### config.mk
export PLATFORM = sky130hd
export DESIGN_NAME = rtcal_top
export DESIGN_NICKNAME = d
export VERILOG_FILES = /design/src/rtl/rtcal_pkg.sv /design/src/rtl/rtcal_ctrl.sv /design/src/rtl/rtcal_data.sv /design/src/rtl/rtcal_top.sv
export SDC_FILE = /design/constraint.sdc
export NUM_CORES = 1
export LEC_CHECK = 0
export BUFFER_PORTS_ARGS = -buffer_cell sky130_fd_sc_hd__clkbuf_2
export CAP_MARGIN = 40
export CORE_MARGIN = 4
export CORE_UTILIZATION = 55
export CTS_CLUSTER_DIAMETER = 150
export DETAILED_ROUTE_END_ITERATION = 7
export PLACE_DENSITY = 0.82
export SLEW_MARGIN = 5
export SYNTH_ARGS = -nofsm -noshare
export SYNTH_HDL_FRONTEND = slang
export SYNTH_SLANG_ARGS = --single-unit
### constraint.sdc
create_clock -name clk -period 4.7 [get_ports clk]
set_clock_uncertainty 0.05 [all_clocks]
set_input_delay 0.235 -clock clk [delete_from_list [all_inputs] [get_ports clk]]
set_output_delay 0.235 -clock clk [all_outputs]
set_load 0.02 [all_outputs]
### src/rtl/rtcal_pkg.sv
`timescale 1ns/1ps
package rtcal_pkg;

  typedef struct packed {
    logic advance;   // one-second rollover this edge
    logic load;      // accepted host field load this edge
  } rtcal_strobe_t;

  function automatic logic [7:0] encField(input logic [6:0] v, input logic bin);
    logic [6:0] tens;
    logic [6:0] units;
    tens  = v / 7'd10;
    units = v % 7'd10;
    return bin ? {1'b0, v} : {tens[3:0], units[3:0]};
  endfunction

  function automatic logic [6:0] decField(input logic [7:0] b, input logic bin);
    logic [6:0] tens;
    tens = {3'b000, b[7:4]};
    return bin ? b[6:0] : (tens * 7'd10 + {3'b000, b[3:0]});
  endfunction

  function automatic logic [7:0] encHour(input logic [4:0] h, input logic bin, input logic h24);
    logic [4:0] h12;
    logic [7:0] e;
    h12 = (h == 5'd0) ? 5'd12 : ((h > 5'd12) ? h - 5'd12 : h);
    e   = encField({2'b00, h12}, bin);
    return h24 ? encField({2'b00, h}, bin) : {(h >= 5'd12), e[6:0]};
  endfunction

  function automatic logic [4:0] decHour(input logic [7:0] b, input logic bin, input logic h24);
    logic [6:0] v;
    logic [4:0] base;
    v    = h24 ? decField(b, bin) : decField({1'b0, b[6:0]}, bin);
    base = (v == 7'd12) ? 5'd0 : v[4:0];
    return h24 ? v[4:0] : base + (b[7] ? 5'd12 : 5'd0);
  endfunction

  function automatic logic [4:0] monthDays(input logic [3:0] m, input logic [6:0] y);
    case (m)
      4'd2:                      return (y[1:0] == 2'b00) ? 5'd29 : 5'd28;
      4'd4, 4'd6, 4'd9, 4'd11:   return 5'd30;
      default:                   return 5'd31;
    endcase
  endfunction

endpackage

### src/rtl/rtcal_ctrl.sv
`timescale 1ns/1ps
module rtcal_ctrl
  import rtcal_pkg::*;
#(
  parameter int TICKS_PER_SEC = 32768,
  parameter int BUSY_TICKS    = 8
) (
  input  logic          clk,
  input  logic          rstN,
  input  logic          tick32k,
  input  logic [2:0]    divSel,
  input  logic          setFreeze,
  input  logic          loadEn,
  output rtcal_strobe_t strb,
  output logic          updBusy,
  output logic          updDone
);
  localparam int CW = $clog2(TICKS_PER_SEC);
  localparam logic [CW-1:0] LAST_V = CW'(TICKS_PER_SEC - 1);
  localparam logic [CW-1:0] HALF_V = CW'(TICKS_PER_SEC / 2);
  localparam logic [CW-1:0] BUSY_V = CW'(TICKS_PER_SEC - BUSY_TICKS);

  logic [CW-1:0] cnt;
  logic prevReset;
  logic oscOn, divReset, running, releasing;

  assign oscOn     = (divSel <= 3'd2);
  assign divReset  = (divSel[2:1] == 2'b11);
  assign running   = oscOn && !setFreeze;
  assign releasing = prevReset && !divReset;

  assign strb.advance = tick32k && running && !releasing && (cnt == LAST_V);
  assign strb.load    = loadEn && setFreeze;
  assign updBusy      = running && (cnt >= BUSY_V);

  always_ff @(posedge clk) begin
    if (!rstN) begin
      cnt       <= '0;
      prevReset <= 1'b0;
      updDone   <= 1'b0;
    end else begin
      prevReset <= divReset;
      updDone   <= strb.advance;
      if (divReset)            cnt <= '0;
      else if (releasing)      cnt <= HALF_V;
      else if (tick32k && oscOn) cnt <= (cnt == LAST_V) ? '0 : cnt + 1'b1;
    end
  end
endmodule

### src/rtl/rtcal_data.sv
`timescale 1ns/1ps
module rtcal_data
  import rtcal_pkg::*;
(
  input  logic          clk,
  input  logic          rstN,
  input  rtcal_strobe_t strb,
  input  logic          binMode,
  input  logic          hour24,
  input  logic [2:0]    loadIdx,
  input  logic [7:0]    loadData,
  input  logic [7:0]    alarmSec,
  input  logic [7:0]    alarmMin,
  input  logic [7:0]    alarmHour,
  output logic [7:0]    timeSec,
  output logic [7:0]    timeMin,
  output logic [7:0]    timeHour,
  output logic [7:0]    timeWeekday,
  output logic [7:0]    timeDate,
  output logic [7:0]    timeMonth,
  output logic [7:0]    timeYear,
  output logic [7:0]    timeCentury,
  output logic          alarmMatch
);
  logic [5:0] sec, min;
  logic [4:0] hour, date;
  logic [2:0] wday;
  logic [3:0] month;
  logic [6:0] year, cent;

  logic [6:0] ldVal;
  logic [4:0] ldHour;
  logic secEnd, minEnd, hourEnd, dateEnd, monthEnd, yearEnd;

  assign ldVal  = decField(loadData, binMode);
  assign ldHour = decHour(loadData, binMode, hour24);

  assign secEnd   = (sec == 6'd59);
  assign minEnd   = secEnd && (min == 6'd59);
  assign hourEnd  = minEnd && (hour == 5'd23);
  assign dateEnd  = hourEnd && (date == monthDays(month, year));
  assign monthEnd = dateEnd && (month == 4'd12);
  assign yearEnd  = monthEnd && (year == 7'd99);

  always_ff @(posedge clk) begin
    if (!rstN) begin
      sec <= '0; min <= '0; hour <= '0;
      wday <= 3'd1; date <= 5'd1; month <= 4'd1;
      year <= '0; cent <= '0;
    end else if (strb.advance) begin
      sec <= secEnd ? 6'd0 : sec + 6'd1;
      if (secEnd)  min  <= minEnd ? 6'd0 : min + 6'd1;
      if (minEnd)  hour <= hourEnd ? 5'd0 : hour + 5'd1;
      if (hourEnd) begin
        wday <= (wday == 3'd7) ? 3'd1 : wday + 3'd1;
        date <= dateEnd ? 5'd1 : date + 5'd1;
      end
      if (dateEnd)  month <= monthEnd ? 4'd1 : month + 4'd1;
      if (monthEnd) year  <= yearEnd ? 7'd0 : year + 7'd1;
      if (yearEnd)  cent  <= (cent == 7'd99) ? 7'd0 : cent + 7'd1;
    end else if (strb.load) begin
      case (loadIdx)
        3'd0:    sec   <= ldVal[5:0];
        3'd1:    min   <= ldVal[5:0];
        3'd2:    hour  <= ldHour;
        3'd3:    wday  <= ldVal[2:0];
        3'd4:    date  <= ldVal[4:0];
        3'd5:    month <= ldVal[3:0];
        3'd6:    year  <= ldVal;
        default: cent  <= ldVal;
      endcase
    end
  end

  assign timeSec     = encField({1'b0, sec}, binMode);
  assign timeMin     = encField({1'b0, min}, binMode);
  assign timeHour    = encHour(hour, binMode, hour24);
  assign timeWeekday = encField({4'b0, wday}, binMode);
  assign timeDate    = encField({2'b0, date}, binMode);
  assign timeMonth   = encField({3'b0, month}, binMode);
  assign timeYear    = encField(year, binMode);
  assign timeCentury = encField(cent, binMode);

  logic secOk, minOk, hourOk;
  assign secOk  = (alarmSec[7:6] == 2'b11)  || (decField(alarmSec, binMode) == {1'b0, sec});
  assign minOk  = (alarmMin[7:6] == 2'b11)  || (decField(alarmMin, binMode) == {1'b0, min});
  assign hourOk = (alarmHour[7:6] == 2'b11) || (decHour(alarmHour, binMode, hour24) == hour);
  assign alarmMatch = secOk && minOk && hourOk;
endmodule

### src/rtl/rtcal_top.sv
`timescale 1ns/1ps
module rtcal_top
  import rtcal_pkg::*;
#(
  parameter int TICKS_PER_SEC = 32768,
  parameter int BUSY_TICKS    = 8
) (
  input  logic       clk,
  input  logic       rstN,
  input  logic       tick32k,
  input  logic [2:0] divSel,
  input  logic       setFreeze,
  input  logic       binMode,
  input  logic       hour24,
  input  logic       loadEn,
  input  logic [2:0] loadIdx,
  input  logic [7:0] loadData,
  input  logic [7:0] alarmSec,
  input  logic [7:0] alarmMin,
  input  logic [7:0] alarmHour,
  output logic [7:0] timeSec,
  output logic [7:0] timeMin,
  output logic [7:0] timeHour,
  output logic [7:0] timeWeekday,
  output logic [7:0] timeDate,
  output logic [7:0] timeMonth,
  output logic [7:0] timeYear,
  output logic [7:0] timeCentury,
  output logic       updBusy,
  output logic       updDone,
  output logic       alarmHit
);
  rtcal_strobe_t strb;
  logic alarmMatch;

  rtcal_ctrl #(.TICKS_PER_SEC(TICKS_PER_SEC), .BUSY_TICKS(BUSY_TICKS)) u_ctrl (
    .clk(clk), .rstN(rstN), .tick32k(tick32k), .divSel(divSel),
    .setFreeze(setFreeze), .loadEn(loadEn), .strb(strb),
    .updBusy(updBusy), .updDone(updDone)
  );

  rtcal_data u_data (
    .clk(clk), .rstN(rstN), .strb(strb), .binMode(binMode), .hour24(hour24),
    .loadIdx(loadIdx), .loadData(loadData),
    .alarmSec(alarmSec), .alarmMin(alarmMin), .alarmHour(alarmHour),
    .timeSec(timeSec), .timeMin(timeMin), .timeHour(timeHour),
    .timeWeekday(timeWeekday), .timeDate(timeDate), .timeMonth(timeMonth),
    .timeYear(timeYear), .timeCentury(timeCentury), .alarmMatch(alarmMatch)
  );

  assign alarmHit = updDone && alarmMatch;
endmodule

==> results of run 1 <==
==> registers in the layout, indices dropped and copies added (netlist names) <==
signal	flops
u_ctrl.cnt	15
u_ctrl.prevReset	1
u_ctrl.updDone	1
u_data.cent	7
u_data.date	5
u_data.hour	5
u_data.min	6
u_data.month	4
u_data.sec	6
u_data.wday	3
u_data.year	7
==> report_power, final <==
group	total (µW)	switching [µW]	internal, µW
Clock	656	248	408
Sequential	534	17.3	516
Combinational	509	304	204
==> synthesized netlist by cell type (9+ instances only) <==
library cell,count
nand3_1,33
o31ai_1,10
dfxtp_1,60
a21oi_1,101
ha_1,84
xor2_1,23
nor2b_1,24
a21o_1,15
nand2_1,83
nand3b_1,9
nor3_1,34
clkbuf_1,54
fa_1,10
inv_1,68
o22ai_1,12
and3_1,15
a31oi_1,24
o21ai_0,86
nand2b_1,22
nor3b_1,12
buf_4,22
a211oi_1,28
xnor2_1,39
a221oi_1,12
nor2_1,98
nor4_1,9
mux2i_1,21
==> through the flow <==
stage / hold slack [ns] / util [%] / cell area (µm²) / std cells
after floorplan: 0.344 / - / 8620 / 1201
after global placement: 0.432 / 59.5 / 9070 / 1438
final: 0.176 / 61.8 / 9430 / 1457
after CTS: 0.179 / 61.6 / 9400 / 1456
after detailed placement: 0.453 / 59.7 / 9110 / 1440
after global routing: 0.197 / 61.8 / 9430 / 1457
==> worst min-delay path by stage <==
stage,start,to,slack [ns],cells past startpoint
2_1_floorplan,rstN,u_data.month[3],0.34,2
3_3_place_gp,u_ctrl.cnt[11],u_ctrl.cnt[11],0.43,2
3_5_place_dp,u_ctrl.cnt[12],u_ctrl.cnt[12],0.45,2
4_1_cts,divSel[1],u_ctrl.prevReset,0.18,3
5_1_grt,divSel[1],u_ctrl.prevReset,0.20,3
6_report,divSel[1],u_ctrl.prevReset,0.18,3
==> logic make-up after synthesis <==
kind of cell / Yosys count
AND/OR/NAND/NOR: 392
AO/OA/AOI/OAI: 391
buffers and inverters: 162
adder cells (fa/ha/maj): 94
XOR/XNOR: 62
flip-flops: 60
multiplexers: 27
other: 1
==> routing by layer <==
metal	up-vias	GRT usage [%]	wire [µm]
met2	374	42.3	11000
met4	0	9.35	743
met5	-	0	0
met3	70	5.63	1840
li1	4440	-	-
met1	4202	32.1	10100
==> final cells by class <==
cell class                 count  share of cell area, %
clock inverter                 5                  0.558
inverter                      73                   2.91
tap                          211                   2.80
antenna                        1                 0.0265
multi-input combinational    979                   71.5
clock buffer                  11                   2.47
sequential                    60                   12.8
timing repair buffer         117                   6.96
==> layout by cell type, fill, tap and decap left out, types with 8 or more instances in the layout <==
cell and n:
a21oi_1 101, nor2_1 98, clkbuf_2 96, o21ai_0 86, nand2_1 83, ha_1 83
inv_1 68, dfxtp_1 57, xnor2_1 39, nor3_1 34, nand3_1 33, a211oi_1 28
nor2b_1 24, a31oi_1 24, xor2_1 23, nand2b_1 22, mux2i_1 21, buf_4 19
a21o_1 15, and3_1 15, conb_1 13, a221oi_1 12, o22ai_1 12, nor3b_1 11
o31ai_1 10, fa_1 10, nand3b_1 9, nor4_1 9, clkbuf_16 9, a22oi_1 8
and2_1 8
==> worst max-delay path, stage by stage <==
cell      delay, ns
clkbuf_2       0.14
ha_1           0.31
ha_1           0.21
fa_1           0.38
xor2_1         0.18
or3_1          0.35
a21oi_1        0.15
a221oi_1       0.09
nor3_1         0.18
o21ai_0        0.14
and2_1         0.17
ha_1           0.19
fa_1           0.48
nor2_1         0.04
a21oi_1        0.15
xnor2_1        0.14
a32oi_1        0.13
nor4b_2        0.27
buf_4          0.19
==> impl_metrics.yaml, run 1 <==
pwr:
  finalPower_uw: 1700
  power_leakage_uw: 0.00384
  power.density_mw_per_mm2: 180
  ir_drop_mv: 0.229
die:
  ios: 112
  rows: 45
  die-area_mm2: 0.0177
  initial_core_util_pct: 56.2
  core_mm2: 0.0153
  dieWidth_um: 133
  die_h_um: 133
finish:
  fillCellCount: 1408
  regArea_mm2: 0.00121
  multi_input_area_mm2: 0.00674
  areaGrowthSynthToFinish_pct: 9.89
  fin_nets: 1379
  drive_above_1_share_pct: 13.7
global_routing:
  gr-total-overflow: 0
  grt_usage_pct: 25.4
  grt_antenna_before_repair: 1
  grt_pass1_wl_um: 38800
  grt_pass1_vias: 8392
  grt_start_max_net_pins: 43
synthesis:
  synth_top_family_by_area: "compound AO/OA/AOI/OAI gates"
  synth-seq-area-share_pct: 14.0
  yosysWarnings: 0
  yosys.area_share.simple_pct: 23.9
  synth_area_leader_cell: "dfxtp_1"
  mappedNetlistArea_mm2: 0.00858
  async_reset_ff_share_pct: 0
  synth.area.top_cells: "dfxtp_1, ha_1, a21oi_1"
  netlist.area_leader.share_pct: 14.0
  synth_edf_count: 0
  synth_compound_area_share_pct: 29.7
  syn_avg_cell_area_um2: 7.21
  synth_ff_type: "dfxtp_1"
  synth_mux_area_share_pct: 3.28
  synth_fa_ha_area_share_pct: 14.6
  synth_seq_cells: 60
  synth_cell_types: 86
  syn_inst: 1189
  synth-xor-area-share_pct: 6.33
drt:
  routedWlPerCell_um: 16.2
  routed_wl_um: 23700
  route.detailed.drc: 0
  via_count: 9086
  postRouteAntennaNets: 0
  first_pass_iters: 5
  viasPerCell: 6.24
  drt-initial-drc-count: 872
timing:
  setup_viol: 0
  slew_violations: 0
  rsz0062_at_grt: "no"
  post-route-period-util_pct: 93.3
  worst_pin_slew_ns: 0.907
  finalHoldViolations: 0
  slew_headroom_pct: 39.5
  layout_min_cycle_time_ns: 4.38
  finalSetupTns_ns: 0
  clock.fmax_mhz: 228
  finalWorstSetupSlack_ns: 0.316
setup_path:
  worstSetupPathType: "primary input to primary output"
  crit_fanout: 5
  worst-r2r-cell-count: 7
  rr_endpoint: "u_data.year[6]"
  startpoint_type: "primary input"
  worstPathRequired_ns: 4.41
  cp-startpoint: "alarmHour[5]"
  reg2reg_from: "u_data.sec[5]"
  reg2reg_slack_ns: 1.27
  cp_data_arrival_time_ns: 4.10
  endpoint: "alarmHit"
  crit_path_end_kind: "primary output"
cts:
  numCtsBuffers: 9
  post_cts_resized: 1
  path_clk_slew_ns: 0.06
  h-tree-depth: 3
  post-cts-setup-buffers: 0
  cts_hold_buffers: 0
  cts_sinks: 60
  clock_insertion_delay_worst_skew_ns: 0.33
  cts_tree: "yes"
  cts_buffer_depth: 2
  clock-root-buffer: "clkbuf_16"
placement:
  place.gp.congestion: 0.915
  port_buffers: 98
  place_hpwl_um: 17300
  post-place-ws_ns: 0.279
run:
  drv_cap: 0
outcome:
  status: "completed"
min_path:
  hold_class: "primary input to register"
No activity file was read; power rests on OpenSTA's default activity.
==> run 2: changes to the inputs <==
Settings changed: CELL_PAD_IN_SITES_DETAIL_PLACEMENT from default to 1, CELL_PAD_IN_SITES_GLOBAL_PLACEMENT from default to 2, CORE_UTILIZATION 55 to 34, PLACE_DENSITY 0.82 to 0.88.
==> impl_metrics.yaml, run 2 (same netlist as run 1, synthesis figures left out) <==
global_routing:
  grt_pass1_vias: 9063
  grt_pass1_wl_um: 46400
  grt_antenna_before_repair: 0
  gr-total-overflow: 0
  grt_usage_pct: 19.4
  grt_start_max_net_pins: 40
cts:
  cts_tree: "yes"
  clock_insertion_delay_worst_skew_ns: 0.34
  path_clk_slew_ns: 0.05
  cts_buffer_depth: 2
  clock-root-buffer: "clkbuf_16"
  h-tree-depth: 3
  cts_hold_buffers: 0
  numCtsBuffers: 9
  cts_sinks: 60
pwr:
  ir_drop_mv: 0.175
  power_leakage_uw: 0.00390
  sw_frac_of_total_pct: 32.0
  p_int_uw: 1230
  combPwrFrac_pct: 29.0
  p_switching_uw: 580
  power.density_mw_per_mm2: 187
  clockPowerShare_pct: 41.6
  p_seq_share_pct: 29.4
placement:
  port_buffers: 98
  place_hpwl_um: 21300
  place.gp.congestion: 0.868
  post-place-ws_ns: 0.198
setup_path:
  reg2reg_slack_ns: 1.19
  worstSetupPathType: "primary input to primary output"
  crit_path_end_kind: "primary output"
  rr_endpoint: "u_data.year[6]"
  cp_data_arrival_time_ns: 4.15
  crit_fanout: 5
  worst-r2r-cell-count: 7
  reg2reg_from: "u_data.sec[5]"
  worstPathRequired_ns: 4.41
  startpoint_type: "primary input"
timing:
  worst_pin_slew_ns: 0.897
  finalHoldViolations: 0
  slew_headroom_pct: 40.1
  hold_slack_ns: 0.165
  clock.fmax_mhz: 226
  post-route-period-util_pct: 94.3
  layout_min_cycle_time_ns: 4.43
  finalWorstSetupSlack_ns: 0.268
  setup_viol: 0
  slew_violations: 0
die:
  die_h_um: 167
  initial_core_util_pct: 35.0
  die-area_mm2: 0.0278
  dieWidth_um: 167
  ios: 112
  rows: 57
  core_mm2: 0.0245
min_path:
  hold_class: "primary input to register"
  hold_path_startpoint: "divSel[1]"
  whs_endpoint: "u_ctrl.prevReset"
  holdPathStages: 3
drt:
  viasPerCell: 5.70
  postRouteAntennaNets: 0
  routedWlPerCell_um: 17.8
  routed_wl_um: 28000
  first_pass_iters: 4
  route.detailed.drc: 0
  via_count: 8987
  drt-initial-drc-count: 429
finish:
  top_register: "u_ctrl.cnt"
  final_common_cell: "a21oi_1"
  drive_above_1_share_pct: 14.1
  antennaDiodeCount: 0
  fin_nets: 1386
  final_cell_mix: "a21oi_1, nor2_1, clkbuf_2, o21ai_0, ha_1"
  top_regs: "u_ctrl.cnt (15), u_data.cent (7), u_data.year (7)"
  final_util_pct: 39.4
  largest_register_ffs: 15
  fillCellCount: 3130
  areaGrowthSynthToFinish_pct: 12.7
outcome:
  status: "completed"
run:
  drv_cap: 0
-- run 2: power by group through the flow --
stage / clock network (µW) / registers, µW / logic, µW
CTS: 769 / 533 / 522
global placement: 0 / 543 / 500
floorplan: 0 / 535 / 380
global route: 792 / 534 / 586
finish: 754 / 533 / 525
detailed placement: 0 / 544 / 518
-- run 2: how the worst max path moves through the flow --
| stage | to | from | cells after the start | slack, ns |
|---|---|---|---|---|
| floorplan | alarmHit | alarmHour[5] | 17 | 0.43 |
| global placement | alarmHit | alarmHour[5] | 19 | 0.30 |
| detailed placement | alarmHit | alarmHour[5] | 19 | 0.20 |
| CTS | timeHour[1] | u_data.hour[0] | 17 | 0.13 |
| global route | timeHour[1] | u_data.hour[2] | 17 | -0.02 |
| finish | alarmHit | alarmHour[5] | 19 | 0.27 |
-- run 2: timing repair --
item,CTS,global route
buffers inserted,0,2
setup endpoints to repair,0,4
gates resized for setup,0,7
-- run 2: through the flow --
stage          cells  setup TNS, ns  power (µW)  cell area, µm²
6_report        1576              0        1810            9670
5_1_grt         1576        -0.0233        1910            9670
4_1_cts         1574              0        1820            9630
3_5_place_dp    1558              0        1060            9290
3_3_place_gp    1556              0        1040            9260
2_1_floorplan   1201              0         915            8620
-- run 2: layout make-up --
class                   instances  area, µm²  share of cell area (%)
multi-input cells             979       6740                    69.7
flip-flops and latches         60       1200                    12.4
clock inverters                 3       67.6                   0.699
inverters                      73        274                    2.83
repair buffers                124        712                    7.36
well taps                     324        405                    4.19
clock buffers                  13        270                    2.79
-- run 2: layer usage --
layer	up-vias	routed length, µm	global-route usage [%]
met4	0	532	4.77
met3	39	1090	3.20
li1	4429	-	-
met5	-	0	0
met1	4370	12900	25.2
met2	149	13500	33.8
-- run 2: critical path: stages --
cell and delay [ns]:
clkbuf_2 0.14, ha_1 0.31, ha_1 0.20, fa_1 0.37, xor2_1 0.17, or3_1 0.35, a21oi_1 0.16, a221oi_1 0.09
nor3_1 0.18, o21ai_0 0.13, and2_1 0.16, ha_1 0.19, fa_1 0.35, nor2b_1 0.14, xnor2_1 0.20, xnor2_1 0.14
a32oi_1 0.13, nor4b_2 0.27, clkbuf_2 0.22
==> run 3: changes to the inputs <==
Settings changed: BUFFER_PORTS_ARGS -buffer_cell sky130_fd_sc_hd__clkbuf_2 to -buffer_cell sky130_fd_sc_hd__buf_2.
==> impl_metrics.yaml, run 3 (same netlist as run 1, synthesis figures left out) <==
cts:
  cts_hold_buffers: 0
  path_clk_slew_ns: 0.05
  h-tree-depth: 3
  clock_insertion_delay_worst_skew_ns: 0.34
  clock-root-buffer: "clkbuf_16"
  cts_sinks: 60
  cts_tree: "yes"
  numCtsBuffers: 9
  cts_buffer_depth: 2
global_routing:
  grt_antenna_before_repair: 5
  grt_pass1_wl_um: 46300
  grt_start_max_net_pins: 40
  grt_usage_pct: 19.5
  grt_pass1_vias: 9108
  gr-total-overflow: 0
outcome:
  status: "completed"
finish:
  final_common_cell: "a21oi_1"
  drive_above_1_share_pct: 13.9
  fillCellCount: 3132
  largest_register_ffs: 15
  top_register: "u_ctrl.cnt"
  top_regs: "u_ctrl.cnt (15), u_data.cent (7), u_data.year (7)"
  fin_nets: 1385
  final_cell_mix: "a21oi_1, nor2_1, buf_2, o21ai_0"
  areaGrowthSynthToFinish_pct: 12.0
  finalNonFillerCells: 1577
die:
  initial_core_util_pct: 35.0
  dieWidth_um: 167
  rows: 57
  core_mm2: 0.0245
  ios: 112
  die_h_um: 167
  die-area_mm2: 0.0278
setup_path:
  crit_fanout: 5
  rr_endpoint: "u_data.year[6]"
  reg2reg_slack_ns: 1.21
  worstSetupPathType: "primary input to primary output"
  worstPathRequired_ns: 4.41
  startpoint_type: "primary input"
  cp_data_arrival_time_ns: 4.14
  reg2reg_from: "u_data.sec[5]"
  worst-r2r-cell-count: 7
  crit_path_end_kind: "primary output"
drt:
  routed_wl_um: 28000
  via_count: 8949
  viasPerCell: 5.67
  first_pass_iters: 5
  route.detailed.drc: 0
  drt-initial-drc-count: 376
  postRouteAntennaNets: 0
  routedWlPerCell_um: 17.7
placement:
  dpl.cell_count: 1557
  place_hpwl_um: 21300
  port_buffers: 98
  place.gp.congestion: 0.848
timing:
  finalSetupTns_ns: 0
  post-route-period-util_pct: 94.2
  slew_headroom_pct: 40.8
  worst_pin_slew_ns: 0.887
  slew_violations: 0
  finalHoldViolations: 0
  setup_viol: 0
  layout_min_cycle_time_ns: 4.43
  clock.fmax_mhz: 226
pwr:
  finalPower_uw: 1740
  power.density_mw_per_mm2: 181
  ir_drop_mv: 0.157
  power_leakage_uw: 0.00390
min_path:
  hold_class: "primary input to register"
  hold_path_startpoint: "divSel[1]"
  holdPathStages: 3
  whs_endpoint: "u_ctrl.prevReset"
run:
  drv_cap: 0
-- run 3: what timing repair did --
item | in CTS | in global routing
gates resized for setup | 0 | 4
buffers inserted | 0 | 2
endpoints found under the setup margin | 0 | 5
-- run 3: layer usage --
metal	vias up	GRT usage (%)	share of wire (%)	wire length (µm)
met4	6	3.42	1.1	316
met3	27	3.25	3.4	957
li1	4438	-	-	-
met5	-	0	0.11	31
met1	4346	25.0	46	12900
met2	132	34.6	49	13700
-- run 3: final cells by class --
cell class,instances,area (µm²),share of cell area [%]
tap,324,405,4.22
sequential,60,1200,12.5
inverter,73,274,2.85
timing repair buffer,123,684,7.12
clock inverter,4,47.5,0.495
antenna,2,5.00,0.0521
clock buffer,12,256,2.67
multi-input combinational,979,6730,70.1
-- run 3: power by group --
| group | switching [µW] | total [µW] | internal [µW] | leakage (µW) |
|---|---|---|---|---|
| clock | 248 | 686 | 438 | 0.000149 |
| combinational | 317 | 523 | 207 | 0.00326 |
| sequential | 16.3 | 533 | 517 | 0.000485 |
| total | 581 | 1740 | 1160 | 0.00390 |
-- run 3: how the worst max path moves through the flow --
stage,start,endpoint,slack (ns)
after floorplan,alarmHour[5],alarmHit,0.43
after CTS,u_data.hour[3],timeHour[2],0.23
after global routing,u_data.hour[0],timeHour[2],-0.03
after global placement,alarmHour[5],alarmHit,0.33
final,alarmHour[5],alarmHit,0.27
after detailed placement,alarmHour[5],alarmHit,0.26
-- run 3: through the flow --
step	worst slack (ns)	area (µm²)	hold slack (ns)	util (%)
after detailed placement	0.260	9270	0.447	37.8
after global routing	-0.0271	9610	0.242	39.2
after floorplan	0.427	8620	0.344	-
final	0.274	9610	0.192	39.2
after CTS	0.229	9570	0.192	39.0
after global placement	0.328	9260	0.434	37.7
-- run 3: worst max-delay path, stage by stage --
cell	delay [ns]
buf_2	0.14
ha_1	0.30
ha_1	0.19
fa_1	0.37
xor2_1	0.18
or3_1	0.35
a21oi_1	0.15
a221oi_1	0.09
nor3_1	0.18
o21ai_0	0.12
and2_1	0.16
ha_1	0.19
fa_1	0.48
nor2_1	0.04
a21oi_1	0.15
xnor2_1	0.14
a32oi_1	0.14
nor4b_1	0.30
buf_2	0.23
